--- config.mk ---
export PLATFORM = sky130hd
export DESIGN_NAME = cmdch_top
export DESIGN_NICKNAME = d
export VERILOG_FILES = /design/src/rtl/cmdch_pkg.sv /design/src/rtl/cmdch_unpack.sv /design/src/rtl/cmdch_byte_mask.sv /design/src/rtl/cmdch_fsm.sv /design/src/rtl/cmdch_top.sv
export SDC_FILE = /design/constraint.sdc
export NUM_CORES = 1
export LEC_CHECK = 0
export BUFFER_PORTS_ARGS = -buffer_cell sky130_fd_sc_hd__clkbuf_2
export CAP_MARGIN = 20
export CELL_PAD_IN_SITES_DETAIL_PLACEMENT = 0
export CELL_PAD_IN_SITES_GLOBAL_PLACEMENT = 1
export CORE_UTILIZATION = 35
export CTS_CLUSTER_DIAMETER = 150
export DETAILED_ROUTE_END_ITERATION = 8
export HOLD_SLACK_MARGIN = 0.08
export PLACE_DENSITY_LB_ADDON = 0.1
export SETUP_SLACK_MARGIN = 0.2
export SYNTH_ARGS = -nofsm -noshare
export SYNTH_HDL_FRONTEND = slang
export SYNTH_SLANG_ARGS = --single-unit
--- constraint.sdc ---
create_clock -name clk -period 2.9 [get_ports clk]
set_input_delay 0.725 -clock clk [delete_from_list [all_inputs] [get_ports clk]]
set_output_delay 0.725 -clock clk [all_outputs]
set_load 0.01 [all_outputs]
--- src/rtl/cmdch_pkg.sv ---
package cmdch_pkg;
    parameter int DATA_W  = 32;
    parameter int NBYTES  = DATA_W / 8;
    parameter int LEN_W   = $clog2(NBYTES);
    parameter int SID_W   = 4;
    parameter int RADDR_W = 16;
    parameter int CLS_W   = 2;
    parameter int IDX_W   = 3;
    parameter int ST_W    = 3;

    localparam logic [IDX_W-1:0] IDX_STATUS = 3'd0;
    localparam logic [IDX_W-1:0] IDX_WDATA  = 3'd1;
    localparam logic [IDX_W-1:0] IDX_RDATA  = 3'd2;
    localparam logic [IDX_W-1:0] IDX_CMD    = 3'd3;
    localparam logic [IDX_W-1:0] IDX_VCLR   = 3'd4;

    localparam int CMD_CLS_LSB  = 30;
    localparam int CMD_WR_BIT   = 29;
    localparam int CMD_RSV_HI   = 28;
    localparam int CMD_SID_LSB  = 24;
    localparam int CMD_RSV_LSB  = 18;
    localparam int CMD_RSV_W    = 6;
    localparam int CMD_LEN_LSB  = 16;
    localparam int CMD_ADDR_LSB = 0;

    localparam int STS_ST_LSB  = 1;
    localparam int STS_ERR_BIT = 4;

    localparam logic [CLS_W-1:0] CLS_RSVD = 2'd2;

    typedef enum logic [ST_W-1:0] {
        ST_IDLE  = 3'd0,
        ST_ISSUE = 3'd1,
        ST_AWAIT = 3'd2,
        ST_HOLD  = 3'd6
    } chan_state_e;

    typedef struct packed {
        logic [CLS_W-1:0]   cls;
        logic               wr;
        logic [SID_W-1:0]   sid;
        logic [LEN_W-1:0]   len_m1;
        logic [RADDR_W-1:0] addr;
    } cmd_t;

    typedef struct packed {
        chan_state_e       st;
        logic              err;
        cmd_t              cmd;
        logic [DATA_W-1:0] wd;
        logic [DATA_W-1:0] rd;
    } chan_regs_t;
endpackage

--- src/rtl/cmdch_unpack.sv ---
module cmdch_unpack
    import cmdch_pkg::*;
(
    input  logic [DATA_W-1:0] word,
    output cmd_t              cmd,
    output logic              legal
);
    logic rsv_set;

    always_comb begin
        cmd.cls    = word[CMD_CLS_LSB +: CLS_W];
        cmd.wr     = word[CMD_WR_BIT];
        cmd.sid    = word[CMD_SID_LSB +: SID_W];
        cmd.len_m1 = word[CMD_LEN_LSB +: LEN_W];
        cmd.addr   = word[CMD_ADDR_LSB +: RADDR_W];
        rsv_set    = word[CMD_RSV_HI] | (|word[CMD_RSV_LSB +: CMD_RSV_W]);
        legal      = (cmd.cls != CLS_RSVD) && !rsv_set;
    end
endmodule

--- src/rtl/cmdch_byte_mask.sv ---
module cmdch_byte_mask
    import cmdch_pkg::*;
(
    input  logic [DATA_W-1:0] din,
    input  logic [LEN_W-1:0]  len_m1,
    output logic [DATA_W-1:0] dout
);
    for (genvar b = 0; b < NBYTES; b++) begin : g_byte
        assign dout[b*8 +: 8] = (len_m1 >= LEN_W'(b)) ? din[b*8 +: 8] : 8'h00;
    end
endmodule

--- src/rtl/cmdch_fsm.sv ---
module cmdch_fsm
    import cmdch_pkg::*;
(
    input  logic              clk,
    input  logic              rst_n,
    input  logic              cmd_fire,
    input  cmd_t              cmd_in,
    input  logic              cmd_legal,
    input  logic [DATA_W-1:0] wd_in,
    input  logic              vclr_fire,
    input  logic              err_clr,
    input  logic              req_ready,
    input  logic              rsp_valid,
    input  logic [DATA_W-1:0] rsp_data,
    output chan_state_e       state,
    output logic              err,
    output logic              req_valid,
    output cmd_t              req_cmd,
    output logic [DATA_W-1:0] req_wdata,
    output logic [DATA_W-1:0] rd_data
);
    chan_regs_t r_d, r_q;

    always_comb begin
        r_d = r_q;
        if (err_clr) begin
            r_d.err = 1'b0;
        end
        unique case (r_q.st)
            ST_IDLE: begin
                if (cmd_fire) begin
                    if (cmd_legal) begin
                        r_d.st  = ST_ISSUE;
                        r_d.cmd = cmd_in;
                        r_d.wd  = wd_in;
                    end else begin
                        r_d.err = 1'b1;
                    end
                end
            end
            ST_ISSUE: begin
                if (req_ready) begin
                    r_d.st = r_q.cmd.wr ? ST_IDLE : ST_AWAIT;
                end
            end
            ST_AWAIT: begin
                if (rsp_valid) begin
                    r_d.st = ST_HOLD;
                    r_d.rd = rsp_data;
                end
            end
            ST_HOLD: begin
                if (vclr_fire) begin
                    r_d.st = ST_IDLE;
                end
            end
            default: r_d.st = ST_IDLE;
        endcase
        if (cmd_fire && (r_q.st != ST_IDLE)) begin
            r_d.err = 1'b1;
        end
    end

    always_ff @(posedge clk) begin
        if (!rst_n) begin
            r_q <= '{st: ST_IDLE, err: 1'b0, cmd: '0, wd: '0, rd: '0};
        end else begin
            r_q <= r_d;
        end
    end

    assign state     = r_q.st;
    assign err       = r_q.err;
    assign req_valid = (r_q.st == ST_ISSUE);
    assign req_cmd   = r_q.cmd;
    assign req_wdata = r_q.wd;
    assign rd_data   = r_q.rd;

    p_state_legal_r1: assert property (@(posedge clk) disable iff (!rst_n)
        r_q.st inside {ST_IDLE, ST_ISSUE, ST_AWAIT, ST_HOLD});

    p_req_hold_r2: assert property (@(posedge clk) disable iff (!rst_n)
        (req_valid && !req_ready) |=> (req_valid && $stable(req_cmd) && $stable(req_wdata)));

    p_write_done_r3: assert property (@(posedge clk) disable iff (!rst_n)
        (req_valid && req_ready && req_cmd.wr) |=> (state == ST_IDLE));

    p_read_capture_r4: assert property (@(posedge clk) disable iff (!rst_n)
        (state == ST_AWAIT && rsp_valid) |=> (state == ST_HOLD));

    p_busy_cmd_r8: assert property (@(posedge clk) disable iff (!rst_n)
        (cmd_fire && state != ST_IDLE && !err_clr) |=> (err && $stable(req_cmd)));

    p_err_sticky_r10: assert property (@(posedge clk) disable iff (!rst_n)
        (err && !err_clr) |=> err);

    p_stray_rsp_r11: assert property (@(posedge clk) disable iff (!rst_n)
        (rsp_valid && state != ST_AWAIT) |=> $stable(rd_data));
endmodule

--- src/rtl/cmdch_top.sv ---
module cmdch_top
    import cmdch_pkg::*;
(
    input  logic                 clk,
    input  logic                 rst_n,
    input  logic                 csr_we,
    input  logic [IDX_W-1:0]     csr_addr,
    input  logic [DATA_W-1:0]    csr_wdata,
    output logic [DATA_W-1:0]    csr_rdata,
    output logic                 bus_req_valid,
    input  logic                 bus_req_ready,
    output logic [CLS_W-1:0]     bus_req_cls,
    output logic                 bus_req_write,
    output logic [SID_W-1:0]     bus_req_sid,
    output logic [LEN_W-1:0]     bus_req_len,
    output logic [RADDR_W-1:0]   bus_req_addr,
    output logic [DATA_W-1:0]    bus_req_wdata,
    input  logic                 bus_rsp_valid,
    input  logic [DATA_W-1:0]    bus_rsp_rdata
);
    logic [DATA_W-1:0] wreg_d, wreg_q;
    logic              cmd_fire, vclr_fire, err_clr, cmd_legal;
    cmd_t              cmd_new, cmd_cur;
    logic [DATA_W-1:0] wd_trim, rsp_trim, rd_word, wd_bus;
    chan_state_e       state;
    logic              err;
    logic [DATA_W-1:0] status_word;

    always_comb begin
        cmd_fire  = csr_we && (csr_addr == IDX_CMD);
        vclr_fire = csr_we && (csr_addr == IDX_VCLR) && csr_wdata[0];
        err_clr   = csr_we && (csr_addr == IDX_STATUS) && csr_wdata[STS_ERR_BIT];
        wreg_d    = (csr_we && (csr_addr == IDX_WDATA)) ? csr_wdata : wreg_q;
    end

    always_ff @(posedge clk) begin
        if (!rst_n) begin
            wreg_q <= '0;
        end else begin
            wreg_q <= wreg_d;
        end
    end

    cmdch_unpack u_unpack (
        .word  (csr_wdata),
        .cmd   (cmd_new),
        .legal (cmd_legal)
    );

    cmdch_byte_mask u_wd_mask (
        .din    (wreg_q),
        .len_m1 (cmd_new.len_m1),
        .dout   (wd_trim)
    );

    cmdch_byte_mask u_rd_mask (
        .din    (bus_rsp_rdata),
        .len_m1 (cmd_cur.len_m1),
        .dout   (rsp_trim)
    );

    cmdch_fsm u_fsm (
        .clk       (clk),
        .rst_n     (rst_n),
        .cmd_fire  (cmd_fire),
        .cmd_in    (cmd_new),
        .cmd_legal (cmd_legal),
        .wd_in     (wd_trim),
        .vclr_fire (vclr_fire),
        .err_clr   (err_clr),
        .req_ready (bus_req_ready),
        .rsp_valid (bus_rsp_valid),
        .rsp_data  (rsp_trim),
        .state     (state),
        .err       (err),
        .req_valid (bus_req_valid),
        .req_cmd   (cmd_cur),
        .req_wdata (wd_bus),
        .rd_data   (rd_word)
    );

    always_comb begin
        status_word                        = '0;
        status_word[STS_ST_LSB +: ST_W]    = state;
        status_word[STS_ERR_BIT]           = err;
        unique case (csr_addr)
            IDX_STATUS: csr_rdata = status_word;
            IDX_WDATA:  csr_rdata = wreg_q;
            IDX_RDATA:  csr_rdata = rd_word;
            default:    csr_rdata = '0;
        endcase
    end

    assign bus_req_cls   = cmd_cur.cls;
    assign bus_req_write = cmd_cur.wr;
    assign bus_req_sid   = cmd_cur.sid;
    assign bus_req_len   = cmd_cur.len_m1;
    assign bus_req_addr  = cmd_cur.addr;
    assign bus_req_wdata = wd_bus;

    p_vclr_release_r7: assert property (@(posedge clk) disable iff (!rst_n)
        (vclr_fire && state == ST_HOLD) |=> (state == ST_IDLE));

    p_reject_rsvd_r9: assert property (@(posedge clk) disable iff (!rst_n)
        (cmd_fire && state == ST_IDLE && !cmd_legal) |=> (!bus_req_valid && err));

    p_rd_trim_r5: assert property (@(posedge clk) disable iff (!rst_n)
        (state == ST_HOLD && cmd_cur.len_m1 == '0) |-> (rd_word[DATA_W-1:8] == '0));
endmodule

After elaboration in Yosys (flattened, before gate mapping) --
Cells that the tools add are included.
Word-level totals: bits of input ports 72, word-level logic and storage cells 69, flip-flop bits (word level) 125, output and inout bits 90
Operators by class: multiplexer cells 21, bitwise gates (word level) 1, reductions and logical operators 16, equality and inequality tests 13, order comparisons 8
Operator list (number):
- $pmux W32 S3 | 1
- $mux W8 | 8
- $mux W61 | 1
- $mux W58 | 1
- $mux W57 | 1
- $mux W3 | 4
- $pmux W3 S4 | 1
- $eq A3 B2 Y1 const B | 3
- $ge A2 B1 Y1 const B | 4
- $ge A2 B2 Y1 const B | 4
- $logic_and A1 B1 Y1 | 8
- $eq A3 B1 Y1 const B | 2
- $eq A3 B3 Y1 const B | 2
- $logic_not A3 Y1 | 2
- $ne A2 B1 Y1 const B | 3
- $ne A2 B2 Y1 const B | 3
- $reduce_or A6 Y1 | 1
- $reduce_and A5 Y1 | 1
- $mux W1 | 3
- $reduce_and A3 Y1 | 1
- $reduce_bool A3 Y1 | 1
- $mux W2 | 1
- $reduce_and A2 Y1 | 1
- $logic_not A1 Y1 | 1
- $or A1 B1 Y1 | 1

Logic depth before layout (Yosys ltp) --
depth after elaboration 8, mapped depth 7, depth with buffers taken out 4

By module --
From an unflattened synthesis, not the netlist that was laid out.
Second synthesis, totals: cell total of the unflattened synthesis 704, area, all modules 6138.4 um^2
By module, submodules not included:
- cmdch_fsm | sequential area each 1861.8 um^2, area an instance 3634.7 um^2, times used 1, cells each 410
- cmdch_top | sequential area each 640.6 um^2, area an instance 1789.2 um^2, times used 1, cells each 195
- cmdch_byte_mask | sequential area each 0.0 um^2, area an instance 251.5 um^2, times used 2, cells each 35
- cmdch_unpack | sequential area each 0.0 um^2, area an instance 211.5 um^2, times used 1, cells each 29

Least setup slack after synthesis --
No wires, ideal clock.
kind input -> output, start point input csr_addr[1], end point output csr_rdata[10], data arrival time 1867 ps, path buffers 3, cell stages on the path 6, required time 2175 ps, setup slack 308 ps, path through buf_2 and2b_1 nor2b_1 buf_4 buf_2 a22o_1
On the way: cells in the longest elaborated chain, start to end 2, elaborated cells between the ends (all ways) 4, those cells by class 2 x eq/ne; 1 x mux; 1 x reduce/logical
Ends and longest elaborated chain:
- start: declaration | line cmdch_top.sv:7 | input logic [IDX_W-1:0] csr_addr,
- $eq A3 B2 Y1, or another cell as far along | line cmdch_top.sv:86 | unique case (csr_addr)
- $pmux W32 S3 (*) | line cmdch_top.sv:86
- end: declaration | line cmdch_top.sv:9 | output logic [DATA_W-1:0] csr_rdata,
Mark *: on every way between the ends. The rest lies on a longest branch, timed or not.

Final worst setup path --
start point input csr_addr[1], end point output csr_rdata[14]
The elaborated chain is that of the path after synthesis.

==> metrics.md <==
| Metric | Value |
|---|---|
| CP required | 2.17 ns |
| Outcome | complete, no violations |
| Routed WL | between 15000 and 20000 um |
| Comb power frac | ~4.6% |
| First-pass GRT wire length | 23300 um |
| ANT cells | 0 |
| Synth cell count leaders | nand2_1, dfxtp_1, mux2i_1, a21oi_1, a22o_1 |
| Mean post-synth cell area | roughly 8.4 um2 |
| Library cells used by synthesis | 32 |
| Min Hold Slack | 0.453 ns |
| CTS hold repair buffers | 0 |
| Static Leakage | 0.00270 uW |
| Multiplexer share of the synthesized area | 11.8% |
| Max cap viols | 0 |
| GRT Util Overall | 20.4% |
| Crit path capture type | output pin |
| Net Switching | 839 uW |
| CTS H-tree lvls | 4 |
| Nets | 839 |
| Ranking of synthesized cells by area | dfxtp_1, nand2_1, mux2i_1 |
| WL met2 | 7400 um |
| Unrepaired setup endpoints after global routing | no |
| Clk sink count | around 130 |
| Die footprint | 15300 um2 |
| Die width | 124 um |
| Pwr Density | 603 nW/um2 |
| Hold WC Path Type | reg -> reg |
| Root buf cell | clkbuf_16 |
| Die H | 124 um |
| Synth area leader | dfxtp_1 |
| Top-count cell post-synth | nand2_1 |
| Max-Slew Margin vs Limit | 54.1% |
| CTS tree | built |
| Synthesis-to-finish area growth | 31.2% |
| Final Core Density | between 40% and 50% |
| WS Path Type | in -> out |
| Row cnt | 44 |
| Vias per cell | roughly 4.9 |
| Final Cycle Share | 85.1% |
| Share of the synthesized area in the top cell type | 48.2% |
| Sw Ratio | 20.4% |
| Routability-driven placement congestion ratio | 0.756 |
| Place WS | -0.0755 ns |
| Yosys warns | 0 |
| Layout cells sized above 1 | 27.2% |
| Final Worst Setup Slack | 0.431 ns |
| Yosys reg bits | around 130 |
| Final Hold Violating Endpoints | 0 |
| Clk pwr share | 53.1% |
| Min cycle time layout | 2.47 ns |
| Pre-antenna DRT Iters | 4 |
| Clk pin slew, worst setup/hold paths | 0.05 ns |
| Synthesized area | about 5200 um2 |
| Ys async rst share | 0% |
| Number of global-route vias before repair | ~4600 |
| Largest net degree at the start of global routing | 57 |
| Primary FF master, synth | dfxtp_1 |
| Gr ovfl total | 0 |
| Type of origin of the critical path | input pin |
| Initial DRC Count | 203 |
| Met1 wire length | 6820 um |
| Gate Count Post-Synth | about 620 |
| Adder-Cell Fraction of Synth Area | 0% |
| Syn nets | between 600 and 700 |
| Placeable Area | approximately 14000 um2 |
| Antenna viol nets, final | 0 |
| Final Max Tran Viols | 0 |
| Largest family of logic cells by synthesized area | simple AND/OR/NAND/NOR gates |
| Avg WL per Cell | ~16 um |
| Detailed-placement wirelength estimate | roughly 10000 um |
| Area of the multi-input gates | 2450 um2 |
| Cell Int Power | 3270 uW |
| Synth Area in Simple Gates | 22.2% |
| Measured slew at the worst slew-check pin | 0.686 ns |
| I/O Buffers | 161 |
| FF+latch area | between 2000 and 3000 um2 |
| Maximum VDD drop | between 300 and 400 uV |
| Crit path max fanout | 28 |
| Top layer in use | met4 |
| Max Root-Sink Buffers | 2 |
| Area fraction in compound gates after synthesis | roughly an eighth |
| Initial antenna violation count | 0 |
| Vias | 4686 |
| Met3 WL | approximately 800 um |
| Clk_skew | 0.00894 ns |
| Number of enable flip-flop cells after synthesis | 0 |
| Post-route DRC | 0 |
| Filler cells | 1494 |
| Max Clk Rate | 0.405 GHz |
| IO Pins | 162 |
| Post-Synth XOR/XNOR Area | 0% |
| Clk_lat worst skew | 0.41 ns |
| Sequential power share | 42.3% |
| Seq/Total Area, Yosys | about half |
| Initial core utilization | 35.8% |
| TritonCTS Buffers | 17 |
| CP arrival | 1.74 ns |
| Setup violators final | 0 |
## power groups by stage
| stage | clock (uW) | combinational (uW) | sequential, uW |
|---|---|---|---|
| CTS | 2230 | 189 | 1740 |
| detailed placement | 0 | 185 | 1770 |
| global route | 2310 | 207 | 1740 |
| floorplan | 0 | 88.2 | 1770 |
| finish | 2180 | 187 | 1740 |
| global placement | 0 | 183 | 1770 |
## state kept, by name (all words and copies together), names as in the netlist
signal	count
u_fsm.rd_data	32
u_fsm.req_wdata	32
wreg_q	32
u_fsm.req_cmd	25
u_fsm.state	3
u_fsm.err	1
## repair_timing
item	in CTS	in global routing
buffers inserted	1	0
setup endpoints to repair	28	0
gates resized for setup	1	0
## critical path: stages
cell and delay (ns):
clkbuf_2 0.08, buf_4 0.16, nor3b_4 0.23, buf_12 0.22, a22o_1 0.17, clkbuf_2 0.13
## placed cells by master (no fill, tap or decap), types with 2 or more instances in the layout
master,instances
and2_1,4
nor4_1,2
clkbuf_8,5
a21oi_1,49
bufinv_16,3
clkbuf_2,160
nor2b_1,4
nor2_1,13
clkbuf_16,17
nand3b_1,2
nand2_1,219
a21boi_0,19
dfxtp_1,125
buf_12,4
nand3_1,26
mux2i_1,61
clkbuf_1,4
buf_4,16
a22o_1,28
## layout make-up
type | instances | share of cell area (%)
Tap cell | 184 | 3.38
Clock buffer | 26 | 7.48
Sequential cell | 125 | 36.8
Multi-Input combinational cell | 441 | 36.0
Inverter | 2 | 0.110
Clock inverter | 5 | 1.53
Timing Repair Buffer | 180 | 14.7
## per-layer routing
layer / vias up / GRT usage, %
li1: 2366 / -
met1: 2204 / 25.3
met4: 0 / 6.40
met3: 7 / 5.63
met2: 109 / 34.1
met5: - / 0
## cells by family (layout without fill, tap and decap cells)
group / after synthesis / after routing
DFF: 125 / 125
buffers and inverters: 53 / 213
muxes: 61 / 61
and+or+nand+nor: 279 / 279
AOI/OAI and AO/OA: 101 / 101
## per-stage QoR
step                TNS [ns]  power [uW]  instance area, um2  instances
finish                     0        4110                6810        963
global route               0        4260                6810        963
CTS                        0        4160                6810        963
detailed placement    -0.947        1960                6170        931
global placement      -0.177        1960                6170        931
floorplan                  0        1860                5190        619
## worst paths after layout
path	start	slack, ns	to	cells past startpoint
min	u_fsm.req_wdata[13]$_SDFFE_PN0P_	0.45	u_fsm.req_wdata[13]$_SDFFE_PN0P_	2
min reg2reg	u_fsm.req_wdata[13]$_SDFFE_PN0P_	0.45	u_fsm.req_wdata[13]$_SDFFE_PN0P_	2
max reg2reg	u_fsm.state[0]$_SDFFE_PN0P_	1.08	u_fsm.req_wdata[7]$_SDFFE_PN0P_	5
max	csr_addr[1]	0.43	csr_rdata[14]	6
(Power assumes the default switching activity.)
